==> config.mk <==
export PLATFORM = sky130hd
export DESIGN_NAME = can_bit_timestamp
export DESIGN_NICKNAME = d
export VERILOG_FILES = /design/src/rtl/can_ts_pkg.sv /design/src/rtl/can_ts_counter.sv /design/src/rtl/can_ts_capture.sv /design/src/rtl/can_bit_timestamp.sv
export SDC_FILE = /design/constraint.sdc
export NUM_CORES = 1
export LEC_CHECK = 0
export BUFFER_PORTS_ARGS = -buffer_cell sky130_fd_sc_hd__buf_2
export CORE_UTILIZATION = 45
export CTS_CLUSTER_SIZE = 25
export DETAILED_ROUTE_END_ITERATION = 8
export GPL_TIMING_DRIVEN = 0
export PLACE_DENSITY = 0.69
export SYNTH_ARGS = -nofsm -noshare
export SYNTH_HDL_FRONTEND = slang
export SYNTH_SLANG_ARGS = --single-unit
==> constraint.sdc <==
create_clock -name clk -period 2.31 [get_ports clk]
set_clock_uncertainty 0.2 [all_clocks]
set_input_delay 0.3465 -clock clk [delete_from_list [all_inputs] [get_ports clk]]
set_output_delay 0.3465 -clock clk [all_outputs]
set_load 0.03 [all_outputs]
==> src/rtl/can_ts_pkg.sv <==
package can_ts_pkg;

    localparam int TS_W = 16;

    typedef logic [TS_W-1:0] ts_t;

    typedef enum logic {
        DIR_RX = 1'b0,
        DIR_TX = 1'b1
    } frame_dir_e;

    typedef struct packed {
        ts_t        value;
        frame_dir_e dir;
    } stamp_t;

    localparam stamp_t STAMP_RESET = '{value: '0, dir: DIR_RX};

    function automatic ts_t ts_advance(input ts_t cur);
        return cur + ts_t'(1);
    endfunction

endpackage

==> src/rtl/can_ts_counter.sv <==
module can_ts_counter
    import can_ts_pkg::*;
(
    input  logic clk,
    input  logic rst,
    input  logic run,
    input  logic tick,
    output ts_t  count
);

    ts_t count_q;

    always_ff @(posedge clk) begin
        if (rst) begin
            count_q <= '0;
        end else if (run && tick) begin
            count_q <= ts_advance(count_q);
        end
    end

    assign count = count_q;

endmodule

==> src/rtl/can_ts_capture.sv <==
module can_ts_capture
    import can_ts_pkg::*;
(
    input  logic       clk,
    input  logic       rst,
    input  logic       run,
    input  logic       sof,
    input  frame_dir_e dir,
    input  ts_t        count,
    output stamp_t     stamp,
    output logic       valid
);

    stamp_t stamp_q;
    logic   valid_q;
    logic   take;

    assign take = run && sof;

    always_ff @(posedge clk) begin
        if (rst) begin
            stamp_q <= STAMP_RESET;
            valid_q <= 1'b0;
        end else begin
            valid_q <= take;
            if (take) begin
                stamp_q <= '{value: count, dir: dir};
            end
        end
    end

    assign stamp = stamp_q;
    assign valid = valid_q;

endmodule

==> src/rtl/can_bit_timestamp.sv <==
module can_bit_timestamp
    import can_ts_pkg::*;
(
    input  logic            clk,
    input  logic            rst,
    input  logic            tt_enable,
    input  logic            bit_strobe,
    input  logic            sof_strobe,
    input  logic            sof_dir_tx,
    output logic [TS_W-1:0] time_now,
    output logic [TS_W-1:0] stamp_value,
    output logic            stamp_valid,
    output logic            stamp_dir_tx
);

    ts_t        cnt;
    stamp_t     stamp;
    frame_dir_e dir_in;

    assign dir_in = sof_dir_tx ? DIR_TX : DIR_RX;

    can_ts_counter u_counter (
        .clk   (clk),
        .rst   (rst),
        .run   (tt_enable),
        .tick  (bit_strobe),
        .count (cnt)
    );

    can_ts_capture u_capture (
        .clk   (clk),
        .rst   (rst),
        .run   (tt_enable),
        .sof   (sof_strobe),
        .dir   (dir_in),
        .count (cnt),
        .stamp (stamp),
        .valid (stamp_valid)
    );

    assign time_now     = cnt;
    assign stamp_value  = stamp.value;
    assign stamp_dir_tx = (stamp.dir == DIR_TX);

endmodule

==> qor_table.md, run 1 <==
| Quantity | Reported |
| --- | --- |
| Result of the run | finished clean |
| Synth cell types | 25 |
| Post-synthesis share of cell area spent on xor and xnor gates | 7.30% |
| Signed area change from the synthesized netlist to the final layout | 21.9% |
| Switching Share | 24.0% |
| Sequential area share after synthesis | 51.6% |
| CTS resizes | 0 |
| Minimum clock period | 2.04 ns |
| Top area cells in the synthesized netlist | sky130_fd_sc_hd__dfxtp_1 (52%), sky130_fd_sc_hd__nand2_1 (12%), sky130_fd_sc_hd__a21oi_1 (8.3%) |
| Share of the core filled with cells in the final layout | 58.3% |
| Sinks on Clock Net | 34 |
| Antenna Diode Count | 0 |
| Antenna violations before repair | 0 |
| Total number of placement rows | 19 |
| Unrepaired setup endpoints after global routing | false |
| Mean instance size in the synthesized netlist | 8.30 um2 |
| Commonest register cell after synthesis | sky130_fd_sc_hd__dfxtp_1 |
| Adder-cell share of the synthesized area | 0.948% |
| Part of the power in combinational logic | 4.9% |
| Count of warnings emitted by yosys | 0 |
| IO Count | 40 |
| Synthesized instance count | 159 |
| Final WL | 2900 um |
| PnR worst setup slack | 0.273 ns |
| Share of post-route cells with drive strength above 1 | 24.4% |
| VDD IR max | 0.551 mV |
| Clock-pin transition on the worst setup and hold timing paths | 0.10 ns |
| Number of cells on the worst hold path | 3 |
| Share of total power in the clock network | 34.9% |
| Global Route met1 Usage | 23.5% |
| Switching component of the power | 0.237 mW |
| Startpoint types | flop |
| Compound-Gate Fraction of Synth Area | 10.3% |
| Fmax | 0.491 GHz |
| Area enclosed by the die boundary | 3150 um2 |
| Total routing resource utilization after global routing | 20.5% |
| Via/cell ratio | 5.14 |
| Net count of the finished layout | 211 |
| Fraction of registers with async set or reset after synthesis | 0% |
| Root Buffer | sky130_fd_sc_hd__clkbuf_4 |
| Reg2Reg Setup Slack | 0.27 ns |
| First-pass GRT wire length | 4820 um |
| Most used routing layer | met2 |
| Syn Std Cell Area | 1320 um2 |
| Met2 usage in global routing | 33.2% |
| Global placer's final weighted congestion | 0.769 |
| Worst hold path endpoint | u_capture.stamp[0]$_SDFFE_PP0P_ |
| Proportion of synthesized area in mux cells | 0% |
| Final critical-path share of the clock period | 88.2% |
| Remaining design rule violation count | 0 |
| Vias post-DR | 1213 |
| Antenna-violating nets left | 0 |
| Worst R2R Path Depth | 4 |
| Die boundary height | 56.2 um |
| Part of the power in registers | 60.2% |
| Data arrival at the endpoint of the critical path | 2.12 ns |
| Total power per unit cell area | 613 nW/um2 |
| Number of setup buffers added after CTS | 0 |
| Hold path startpoint | sof_dir_tx |
| Post-synth EDFFs | 0 |
| Biggest area consumer among synthesized cells | sky130_fd_sc_hd__dfxtp_1 |
| Number of design-rule violations left by the first detailed-router iteration | 21 |
| Launch point of the worst reg-to-reg path | u_counter.count[6]$_SDFFE_PP0P_ |
| Level count of the clock H-tree | 2 |
| Synth Area in Simple Gates | 27.0% |
| # setup viols final | 0 |
| Req. time, crit path | 2.39 ns |
| Starting density of the core | 47.9% |
| Portion of synthesized cell area occupied by the leading cell type | 51.6% |
| Bufs on Longest Clock Path | 2 |
| Maximum capacitance violations | 0 |
| Static leakage power | 0.659 nW |
| Total negative setup slack | 0 ns |
| Syn Nets | 166 |
| Commonest cells after routing, fill and taps aside | sky130_fd_sc_hd__nand2_1 (43), sky130_fd_sc_hd__buf_2 (38), sky130_fd_sc_hd__dfxtp_1 (34) |
| Max Slew Vio Count | 0 |
| CTS buffer count | 5 |
| Leading cell type in the layout, fill and taps excluded | sky130_fd_sc_hd__nand2_1 |
| Number of storage elements in the synthesis netlist | 34 |
| Std-Cell Core Area | 2760 um2 |
| Pre-CTS setup slack | 0.290 ns |
| # port buffers | 38 |
| Worst slew pin tran | 0.500 ns |
| Number of detailed-route iterations in the first pass | 4 |
| Type of the worst setup path | flop to flop |
| Die outline width | 56.2 um |
| Pin count of the biggest net entering global routing | 11 |
| CTS tree | built |
| Global Route met3 Usage | 7.21% |
| Worst relative slew slack | 66.7% |
| Clk Latency, worst-skew pair | 0.34 ns |
| Largest family of logic cells by synthesized area | simple AND/OR/NAND/NOR gates |
| Cts-stage hold buffer count | 0 |
| Via count of the first global-routing pass | 1072 |
| Average wire per cell in the routed design | 12.3 um |
| Int Power | 0.750 mW |
| Terminus of the critical flop-to-flop path | u_counter.count[15]$_SDFFE_PP0P_ |
| Critical path capture point type | flop |
| GR Overflow Total | 0 |
| Final hold violations | 0 |
| Total half-perimeter wirelength after legalization and detailed placement | 2110 um |
| Fill cell count | 266 |
| Crit path max fanout | 7 |
| Worst hold path type | input port to flop |
==> worst max-delay path by stage <==
stage	from	to	slack [ns]
2_1_floorplan	u_counter.count[7]$_SDFFE_PP0P_	u_counter.count[15]$_SDFFE_PP0P_	0.23
3_3_place_gp	tt_enable	u_counter.count[11]$_SDFFE_PP0P_	0.33
3_5_place_dp	tt_enable	u_counter.count[11]$_SDFFE_PP0P_	0.29
4_1_cts	u_counter.count[6]$_SDFFE_PP0P_	u_counter.count[15]$_SDFFE_PP0P_	0.27
5_1_grt	u_counter.count[6]$_SDFFE_PP0P_	u_counter.count[15]$_SDFFE_PP0P_	0.14
6_report	u_counter.count[6]$_SDFFE_PP0P_	u_counter.count[15]$_SDFFE_PP0P_	0.27
==> Yosys cell counts, types with 2 or more instances <==
| cell | instances |
|---|---|
| sky130_fd_sc_hd__nor3_1 | 3 |
| sky130_fd_sc_hd__nand2_1 | 43 |
| sky130_fd_sc_hd__inv_1 | 3 |
| sky130_fd_sc_hd__a21oi_1 | 22 |
| sky130_fd_sc_hd__o21ai_0 | 2 |
| sky130_fd_sc_hd__xor2_1 | 6 |
| sky130_fd_sc_hd__nand4_1 | 3 |
| sky130_fd_sc_hd__xnor2_1 | 5 |
| sky130_fd_sc_hd__dfxtp_1 | 34 |
| sky130_fd_sc_hd__nor2_1 | 13 |
| sky130_fd_sc_hd__clkbuf_1 | 7 |
| sky130_fd_sc_hd__nand3_1 | 4 |
| sky130_fd_sc_hd__and4_1 | 2 |
==> worst max-delay path, stage by stage (launching register included) <==
cell	delay (ns)
sky130_fd_sc_hd__dfxtp_1	0.48
sky130_fd_sc_hd__nand4_2	0.20
sky130_fd_sc_hd__or3_4	0.43
sky130_fd_sc_hd__or4_1	0.50
sky130_fd_sc_hd__a21oi_1	0.17
==> power groups by stage <==
stage,Combinational [mW],Clock (mW),Sequential (mW)
2_1_floorplan,0.0223,0,0.616
3_5_place_dp,0.0492,0,0.608
3_3_place_gp,0.0480,0,0.607
4_1_cts,0.0493,0.350,0.594
6_report,0.0486,0.344,0.594
5_1_grt,0.0548,0.378,0.595
==> final cells by class <==
type	instances	area [um2]	area share (%)
flip-flops and latches	34	681	42.3
multi-input cells	115	602	37.4
repair buffers	38	190	11.8
clock buffers	7	55.1	3.42
well taps	31	38.8	2.41
plain buffers	7	26.3	1.63
inverters	3	11.3	0.700
clock inverters	1	5.00	0.311
==> cell families (layout without fill, tap and decap cells) <==
group	after synthesis	count (layout)
AO/OA/AOI/OAI	26	26
XOR/XNOR	11	11
adder cells (fa/ha/maj)	1	1
buffers and inverters	10	56
flip-flops	34	34
AND/OR/NAND/NOR	77	77
==> registers in the layout, indices dropped and copies added (netlist names) <==
register         count
u_capture.stamp     17
u_capture.valid      1
u_counter.count     16
==> metal layers <==
metal  vias up  wire length, um
met4         0               70
li1        621                -
met3         8              138
met2        27             1340
met1       557             1350
met5         -                0
==> per-stage QoR <==
stage	hold WS, ns	instances	cell area [um2]	total power, mW
2_1_floorplan	0.283	159	1320	0.638
3_3_place_gp	0.238	228	1550	0.655
3_5_place_dp	0.245	228	1550	0.657
4_1_cts	0.0502	236	1610	0.994
5_1_grt	0.0546	236	1610	1.03
6_report	0.0454	236	1610	0.986
No activity file was read; power rests on OpenSTA's default activity.
==> inputs of run 2 (changes only) <==
--- a/config.mk
+++ b/config.mk
@@ -6,11 +6,13 @@
 export NUM_CORES = 1
 export LEC_CHECK = 0
 export BUFFER_PORTS_ARGS = -buffer_cell sky130_fd_sc_hd__buf_2
-export CORE_UTILIZATION = 45
+export CAP_MARGIN = 30
+export CORE_UTILIZATION = 49
 export CTS_CLUSTER_SIZE = 25
 export DETAILED_ROUTE_END_ITERATION = 8
 export GPL_TIMING_DRIVEN = 0
-export PLACE_DENSITY = 0.69
+export PLACE_DENSITY = 0.75
+export REMOVE_ABC_BUFFERS = 1
 export SYNTH_ARGS = -nofsm -noshare
 export SYNTH_HDL_FRONTEND = slang
 export SYNTH_SLANG_ARGS = --single-unit
==> qor_table.md, run 2 (synthesis results as in run 1) <==
| Quantity | Reported | vs previous |
| --- | --- | --- |
| # port buffers | 39 | +2.6% |
| Die outline width | 53.9 um | -4.0% |
| Total number of placement rows | 18 | -1 |
| Launch point of the worst reg-to-reg path | u_counter.count[6]$_SDFFE_PP0P_ |  |
| Clk Latency, worst-skew pair | 0.32 ns | -0.02 ns |
| Final hold violations | 0 | unchanged |
| Switching component of the power | 0.218 mW | -7.9% |
| Reg2Reg Setup Slack | 0.29 ns | +0.02 ns |
| Number of setup buffers added after CTS | 0 | unchanged |
| Final WL | 2690 um | -7.2% |
| Worst hold path type | input port to flop |  |
| Critical path cell sequence | nand4_2, or3_4, or4_1, a21oi_1 |  |
| Type of the worst setup path | flop to flop |  |
| First-pass GRT wire length | 4040 um | -16% |
| Net count of the finished layout | 205 | -2.8% |
| Critical Path Max Stage Delay | 0.50 ns | about the same |
| Total half-perimeter wirelength after legalization and detailed placement | 1800 um | -14% |
| CTS tree | built |  |
| Remaining design rule violation count | 0 | unchanged |
| Starting density of the core | 52.3% | +4.5 points |
| VDD IR max | 0.466 mV | -15% |
| Worst slew pin tran | 0.638 ns | +0.138 ns |
| GR Overflow Total | 0 | unchanged |
| Worst relative slew slack | 57.5% | -9.2 points |
| Critical path capture point type | flop |  |
| Static leakage power | 0.645 nW | -2.2% |
| Cts-stage hold buffer count | 0 | unchanged |
| Antenna violations before repair | 0 | unchanged |
| Number of cells on the worst hold path | 3 | unchanged |
| Crit path max fanout | 7 | unchanged |
| Startpoint types | flop |  |
| Antenna-violating nets left | 0 | unchanged |
| Number of design-rule violations left by the first detailed-router iteration | 23 | +9.5% |
| Switching Share | 23.4% | -0.64 points |
| Total negative setup slack | 0 ns | unchanged |
| Std-Cell Core Area | 2520 um2 | -8.5% |
| Data arrival at the endpoint of the critical path | 2.07 ns | -0.05 ns |
| Unrepaired setup endpoints after global routing | false |  |
| Root Buffer | sky130_fd_sc_hd__clkbuf_4 |  |
| Minimum clock period | 2.02 ns | -0.0207 ns |
| Total routing resource utilization after global routing | 20.2% | -0.37 points |
| Pin count of the biggest net entering global routing | 35 | +24 |
| Sinks on Clock Net | 34 | unchanged |
| Critical path destination | u_counter.count[15]$_SDFFE_PP0P_ |  |
| Part of the power in combinational logic | 4.9% | about the same |
| Stages on worst setup path | 4 | unchanged |
| Clock-pin transition on the worst setup and hold timing paths | 0.09 ns | about the same |
| Req. time, crit path | 2.37 ns | -0.02 ns |
| Leading cell type in the layout, fill and taps excluded | sky130_fd_sc_hd__nand2_1 |  |
| CTS buffer count | 5 | unchanged |
| Max Slew Vio Count | 0 | unchanged |
| Share of post-route cells with drive strength above 1 | 24.7% | +0.36 points |
| Number of detailed-route iterations in the first pass | 4 | unchanged |
| Average wire per cell in the routed design | 11.8 um | -3.9% |
| IO Count | 40 | unchanged |
| Fill cell count | 253 | -4.9% |
| Worst R2R Path Depth | 4 | unchanged |
| Fmax | 0.496 GHz | +1.0% |
| Share of total power in the clock network | 31.5% | -3.4 points |
| Crit path from | u_counter.count[6]$_SDFFE_PP0P_ |  |
| # setup viols final | 0 | unchanged |
| Part of the power in registers | 63.6% | +3.4 points |
| Bufs on Longest Clock Path | 2 | unchanged |
| Total power per unit cell area | 594 nW/um2 | -3.1% |
| Terminus of the critical flop-to-flop path | u_counter.count[15]$_SDFFE_PP0P_ |  |
| Int Power | 0.715 mW | -4.6% |
| Family with the most delay on the worst path | simple AND/OR/NAND/NOR gates |  |
| Die boundary height | 53.9 um | -4.0% |
| CTS resizes | 0 | unchanged |
| Vias post-DR | 1192 | -1.7% |
| Antenna Diode Count | 0 | unchanged |
| Post-Layout Inst Area | 1570 um2 | -2.3% |
| Via/cell ratio | 5.23 | +1.7% |
| Commonest cells after routing, fill and taps aside | sky130_fd_sc_hd__nand2_1 (43), sky130_fd_sc_hd__buf_2 (39), sky130_fd_sc_hd__dfxtp_1 (34) |  |
| Slowest cell on the critical path | sky130_fd_sc_hd__or4_1 |  |
| Final critical-path share of the clock period | 87.3% | -0.90 points |
| Placed inst area | 1530 um2 | -1.5% |
| Global placer's final weighted congestion | 0.719 | -6.4% |
| Sum of buffers and inverters on the critical path | 0 | unchanged |
| Flip-flop count of the largest register after layout | 17 | unchanged |
| Maximum capacitance violations | 0 | unchanged |
| Result of the run | finished clean |  |
| Level count of the clock H-tree | 2 | unchanged |
| Via count of the first global-routing pass | 928 | -13% |
| Signed area change from the synthesized netlist to the final layout | 19.1% |  |
| Area enclosed by the die boundary | 2910 um2 | -7.9% |
run 2: cell types whose count changed in the layout (fill, tap and decap cells not counted):
cell                       previous run  this run
sky130_fd_sc_hd__clkbuf_1             8         2
sky130_fd_sc_hd__buf_2               38        39
sky130_fd_sc_hd__clkbuf_8             1         0
sky130_fd_sc_hd__clkinv_2             1         0
run 2: power groups by stage:
stage	combinational, mW	clock [mW]	sequential, mW
4_1_cts	0.0459	0.302	0.594
3_5_place_dp	0.0461	0	0.607
2_1_floorplan	0.0132	0	0.616
6_report	0.0456	0.294	0.594
5_1_grt	0.0503	0.324	0.595
3_3_place_gp	0.0441	0	0.607
run 2: worst min-delay path by stage:
| stage | start | slack, ns | to |
|---|---|---|---|
| after global routing | sof_dir_tx | 0.06 | u_capture.stamp[0]$_SDFFE_PP0P_ |
| after floorplan | rst | 0.22 | u_capture.stamp[0]$_SDFFE_PP0P_ |
| after global placement | u_capture.stamp[16]$_SDFFE_PP0P_ | 0.24 | u_capture.stamp[16]$_SDFFE_PP0P_ |
| after detailed placement | u_capture.stamp[10]$_SDFFE_PP0P_ | 0.24 | u_capture.stamp[10]$_SDFFE_PP0P_ |
| final | sof_dir_tx | 0.05 | u_capture.stamp[0]$_SDFFE_PP0P_ |
| after CTS | sof_dir_tx | 0.05 | u_capture.stamp[0]$_SDFFE_PP0P_ |
run 2: per-layer routing:
layer / vias to the layer above / GRT usage (%) / wire length [um]
met5: - / 0 / 0
met4: 0 / 10.5 / 46
met2: 37 / 34.8 / 1310
met3: 7 / 5.93 / 157
met1: 539 / 22.0 / 1180
li1: 609 / - / -
run 2: area by class of cell:
| cell class | instances | area, um2 | area share, % |
|---|---|---|---|
| sequential | 34 | 681 | 43.3 |
| clock buffer | 7 | 45.0 | 2.87 |
| multi-input combinational | 115 | 602 | 38.3 |
| timing repair buffer | 39 | 195 | 12.4 |
| tap | 30 | 37.5 | 2.39 |
| inverter | 3 | 11.3 | 0.717 |
run 2: stage by stage:
step	setup slack (ns)	std cells	hold slack, ns	power, mW	utilization (%)
final	0.294	228	0.0541	0.933	62.3
after floorplan	0.233	152	0.216	0.629	-
after global routing	0.187	228	0.0609	0.969	62.3
after detailed placement	0.319	221	0.245	0.653	60.5
after CTS	0.292	228	0.0454	0.941	62.3
after global placement	0.367	221	0.238	0.651	60.5
run 2: tightest hold or removal path, delay by kind of cell:
kind / cells / cell delay (ns)
compound gates: 1 / 0.05
simple gates: 1 / 0.04
buf+inv: 1 / 0.09
==> inputs of run 3 (changes only) <==
--- a/config.mk
+++ b/config.mk
@@ -7,7 +7,9 @@
 export LEC_CHECK = 0
 export BUFFER_PORTS_ARGS = -buffer_cell sky130_fd_sc_hd__buf_2
 export CAP_MARGIN = 30
-export CORE_UTILIZATION = 49
+export CELL_PAD_IN_SITES_DETAIL_PLACEMENT = 1
+export CELL_PAD_IN_SITES_GLOBAL_PLACEMENT = 1
+export CORE_UTILIZATION = 36
 export CTS_CLUSTER_SIZE = 25
 export DETAILED_ROUTE_END_ITERATION = 8
 export GPL_TIMING_DRIVEN = 0
==> qor_table.md, run 3 (synthesis results as in run 1) <==
| Quantity | Reported | vs previous |
| --- | --- | --- |
| VDD IR max | 0.240 mV | -49% |
| Data arrival at the endpoint of the critical path | 2.08 ns | about the same |
| Share of post-route cells with drive strength above 1 | 25.4% | +0.63 points |
| Crit path max fanout | 6 | -1 |
| Leading cell type in the layout, fill and taps excluded | sky130_fd_sc_hd__nand2_1 |  |
| Total routing resource utilization after global routing | 17.6% | -2.6 points |
| Antenna Diode Count | 0 | unchanged |
| IO Count | 40 | unchanged |
| Met2 usage in global routing | 29.3% | -5.4 points |
| Pin count of the biggest net entering global routing | 35 | unchanged |
| Number of setup buffers added after CTS | 0 | unchanged |
| Maximum capacitance violations | 0 | unchanged |
| Critical path capture point type | flop |  |
| Unrepaired setup endpoints after global routing | false |  |
| Number of design-rule violations left by the first detailed-router iteration | 45 | +96% |
| Via/cell ratio | 5.03 | -3.7% |
| Commonest cells after routing, fill and taps aside | sky130_fd_sc_hd__nand2_1 (43), sky130_fd_sc_hd__buf_2 (39), sky130_fd_sc_hd__dfxtp_1 (34) |  |
| Startpoint types | flop |  |
| Worst R2R Path Depth | 4 | unchanged |
| Signed area change from the synthesized netlist to the final layout | 21.0% |  |
| Total power per unit cell area | 600 nW/um2 | +1.0% |
| Launch point of the worst reg-to-reg path | u_counter.count[7]$_SDFFE_PP0P_ |  |
| Critical Path Max Stage Delay | 0.50 ns | about the same |
| Most used routing layer | met2 |  |
| PnR worst setup slack | 0.295 ns | +0.00126 ns |
| Worst relative slew slack | 57.0% | -0.47 points |
| First-pass GRT wire length | 5260 um | +30% |
| Pre-CTS setup slack | 0.298 ns | -0.0203 ns |
| Reg2Reg Setup Slack | 0.29 ns | about the same |
| # setup viols final | 0 | unchanged |
| Net count of the finished layout | 205 | unchanged |
| Std-Cell Core Area | 3420 um2 | +35% |
| Sinks on Clock Net | 34 | unchanged |
| Die outline width | 62.6 um | +16% |
| Total number of placement rows | 21 | +3 |
| Max Slew Vio Count | 0 | unchanged |
| Die boundary height | 62.6 um | +16% |
| Final WL | 3050 um | +13% |
| Bufs on Longest Clock Path | 2 | unchanged |
| Final hold violations | 0 | unchanged |
| Post-Layout Inst Area | 1600 um2 | +1.7% |
| Flip-flop count of the largest register after layout | 17 | unchanged |
| # port buffers | 39 | unchanged |
| Root Buffer | sky130_fd_sc_hd__clkbuf_4 |  |
| CTS tree | built |  |
| Worst hold path endpoint | u_capture.stamp[0]$_SDFFE_PP0P_ |  |
| Final critical-path share of the clock period | 87.2% | about the same |
| Overall power consumption | 0.959 mW | +2.7% |
| Level count of the clock H-tree | 2 | unchanged |
| Critical path cell sequence | nand4_2, or3_4, or4_1, a21oi_1 |  |
| CTS buffer count | 5 | unchanged |
| Total half-perimeter wirelength after legalization and detailed placement | 2200 um | +22% |
| Antenna violations before repair | 0 | unchanged |
| Starting density of the core | 38.6% | -14 points |
| GR Overflow Total | 0 | unchanged |
| Global Route met1 Usage | 19.5% | -2.5 points |
| Terminus of the critical flop-to-flop path | u_counter.count[15]$_SDFFE_PP0P_ |  |
| Static leakage power | 0.650 nW | +0.75% |
| Vias post-DR | 1223 | +2.6% |
| Clk Latency, worst-skew pair | 0.33 ns | about the same |
| Remaining design rule violation count | 0 | unchanged |
| Worst slew pin tran | 0.645 ns | +0.00704 ns |
| Worst hold path type | input port to flop |  |
| Number of cells on the worst hold path | 3 | unchanged |
| Placed inst area | 1550 um2 | +1.3% |
| Type of the worst setup path | flop to flop |  |
| Area enclosed by the die boundary | 3910 um2 | +35% |
| Number of detailed-route iterations in the first pass | 4 | unchanged |
| Average wire per cell in the routed design | 12.6 um | +6.5% |
| Fmax | 0.496 GHz | about the same |
| Total negative setup slack | 0 ns | unchanged |
| Via count of the first global-routing pass | 1174 | +27% |
| Slowest cell on the critical path | sky130_fd_sc_hd__or4_1 |  |
| Minimum clock period | 2.02 ns | -0.00126 ns |
| Antenna-violating nets left | 0 | unchanged |
| Cts-stage hold buffer count | 0 | unchanged |
| Hold path startpoint | sof_dir_tx |  |
| Req. time, crit path | 2.37 ns | about the same |
| Clock-pin transition on the worst setup and hold timing paths | 0.09 ns | about the same |
| Final hold slack | 0.0447 ns | -0.00943 ns |
| Result of the run | finished clean |  |
| Global placer's final weighted congestion | 0.743 | +3.3% |
| CTS resizes | 0 | unchanged |
| Global Route met3 Usage | 5.29% | -0.64 points |
==> run 3: cell types whose count changed in the layout (fill, tap and decap cells not counted), sizes merged <==
| cell | change |
|---|---|
| clkbuf | -1 |
==> run 3: layout make-up <==
cell class                      count  area, um2
Tap cell                           46       57.6
Inverter                            3       11.3
Clock buffer                        6       51.3
Sequential cell                    34        681
Fill cell                         448       1820
Timing Repair Buffer               39        195
Multi-Input combinational cell    115        602
==> run 3: power by group <==
group | internal [mW] | leakage, nW | switching, mW
registers | 0.590 | 0.274 | 0.00399
logic | 0.0103 | 0.345 | 0.0349
clock network | 0.137 | 0.0302 | 0.183
total | 0.737 | 0.650 | 0.221
==> run 3: how the worst max path moves through the flow <==
stage	from	to	slack, ns	cells after the start
final	u_counter.count[7]$_SDFFE_PP0P_	u_counter.count[15]$_SDFFE_PP0P_	0.29	4
after global routing	u_counter.count[2]$_SDFFE_PP0P_	u_counter.count[11]$_SDFFE_PP0P_	0.16	4
after detailed placement	u_counter.count[7]$_SDFFE_PP0P_	u_counter.count[15]$_SDFFE_PP0P_	0.30	4
after global placement	u_counter.count[6]$_SDFFE_PP0P_	u_counter.count[15]$_SDFFE_PP0P_	0.36	4
after CTS	u_counter.count[7]$_SDFFE_PP0P_	u_counter.count[15]$_SDFFE_PP0P_	0.28	4
after floorplan	u_counter.count[7]$_SDFFE_PP0P_	u_counter.count[15]$_SDFFE_PP0P_	0.23	4
==> run 3: critical path, delay by kind of cell (launching register included) <==
| kind | cells | cell delay [ns] |
|---|---|---|
| AND/OR/NAND/NOR | 3 | 1.12 |
| flip-flops | 1 | 0.47 |
| AO/OA/AOI/OAI | 1 | 0.15 |
==> run 3: layer usage <==
metal,vias up,wire length [um]
met3,8,168
met5,-,0
met2,33,1490
li1,606,-
met4,0,76
met1,576,1320
==> run 3: per-stage QoR <==
step                utilization, %  instances
floorplan                        -        152
detailed placement            45.3        237
CTS                           46.8        243
finish                        46.8        243
global placement              45.3        237
global route                  46.8        243
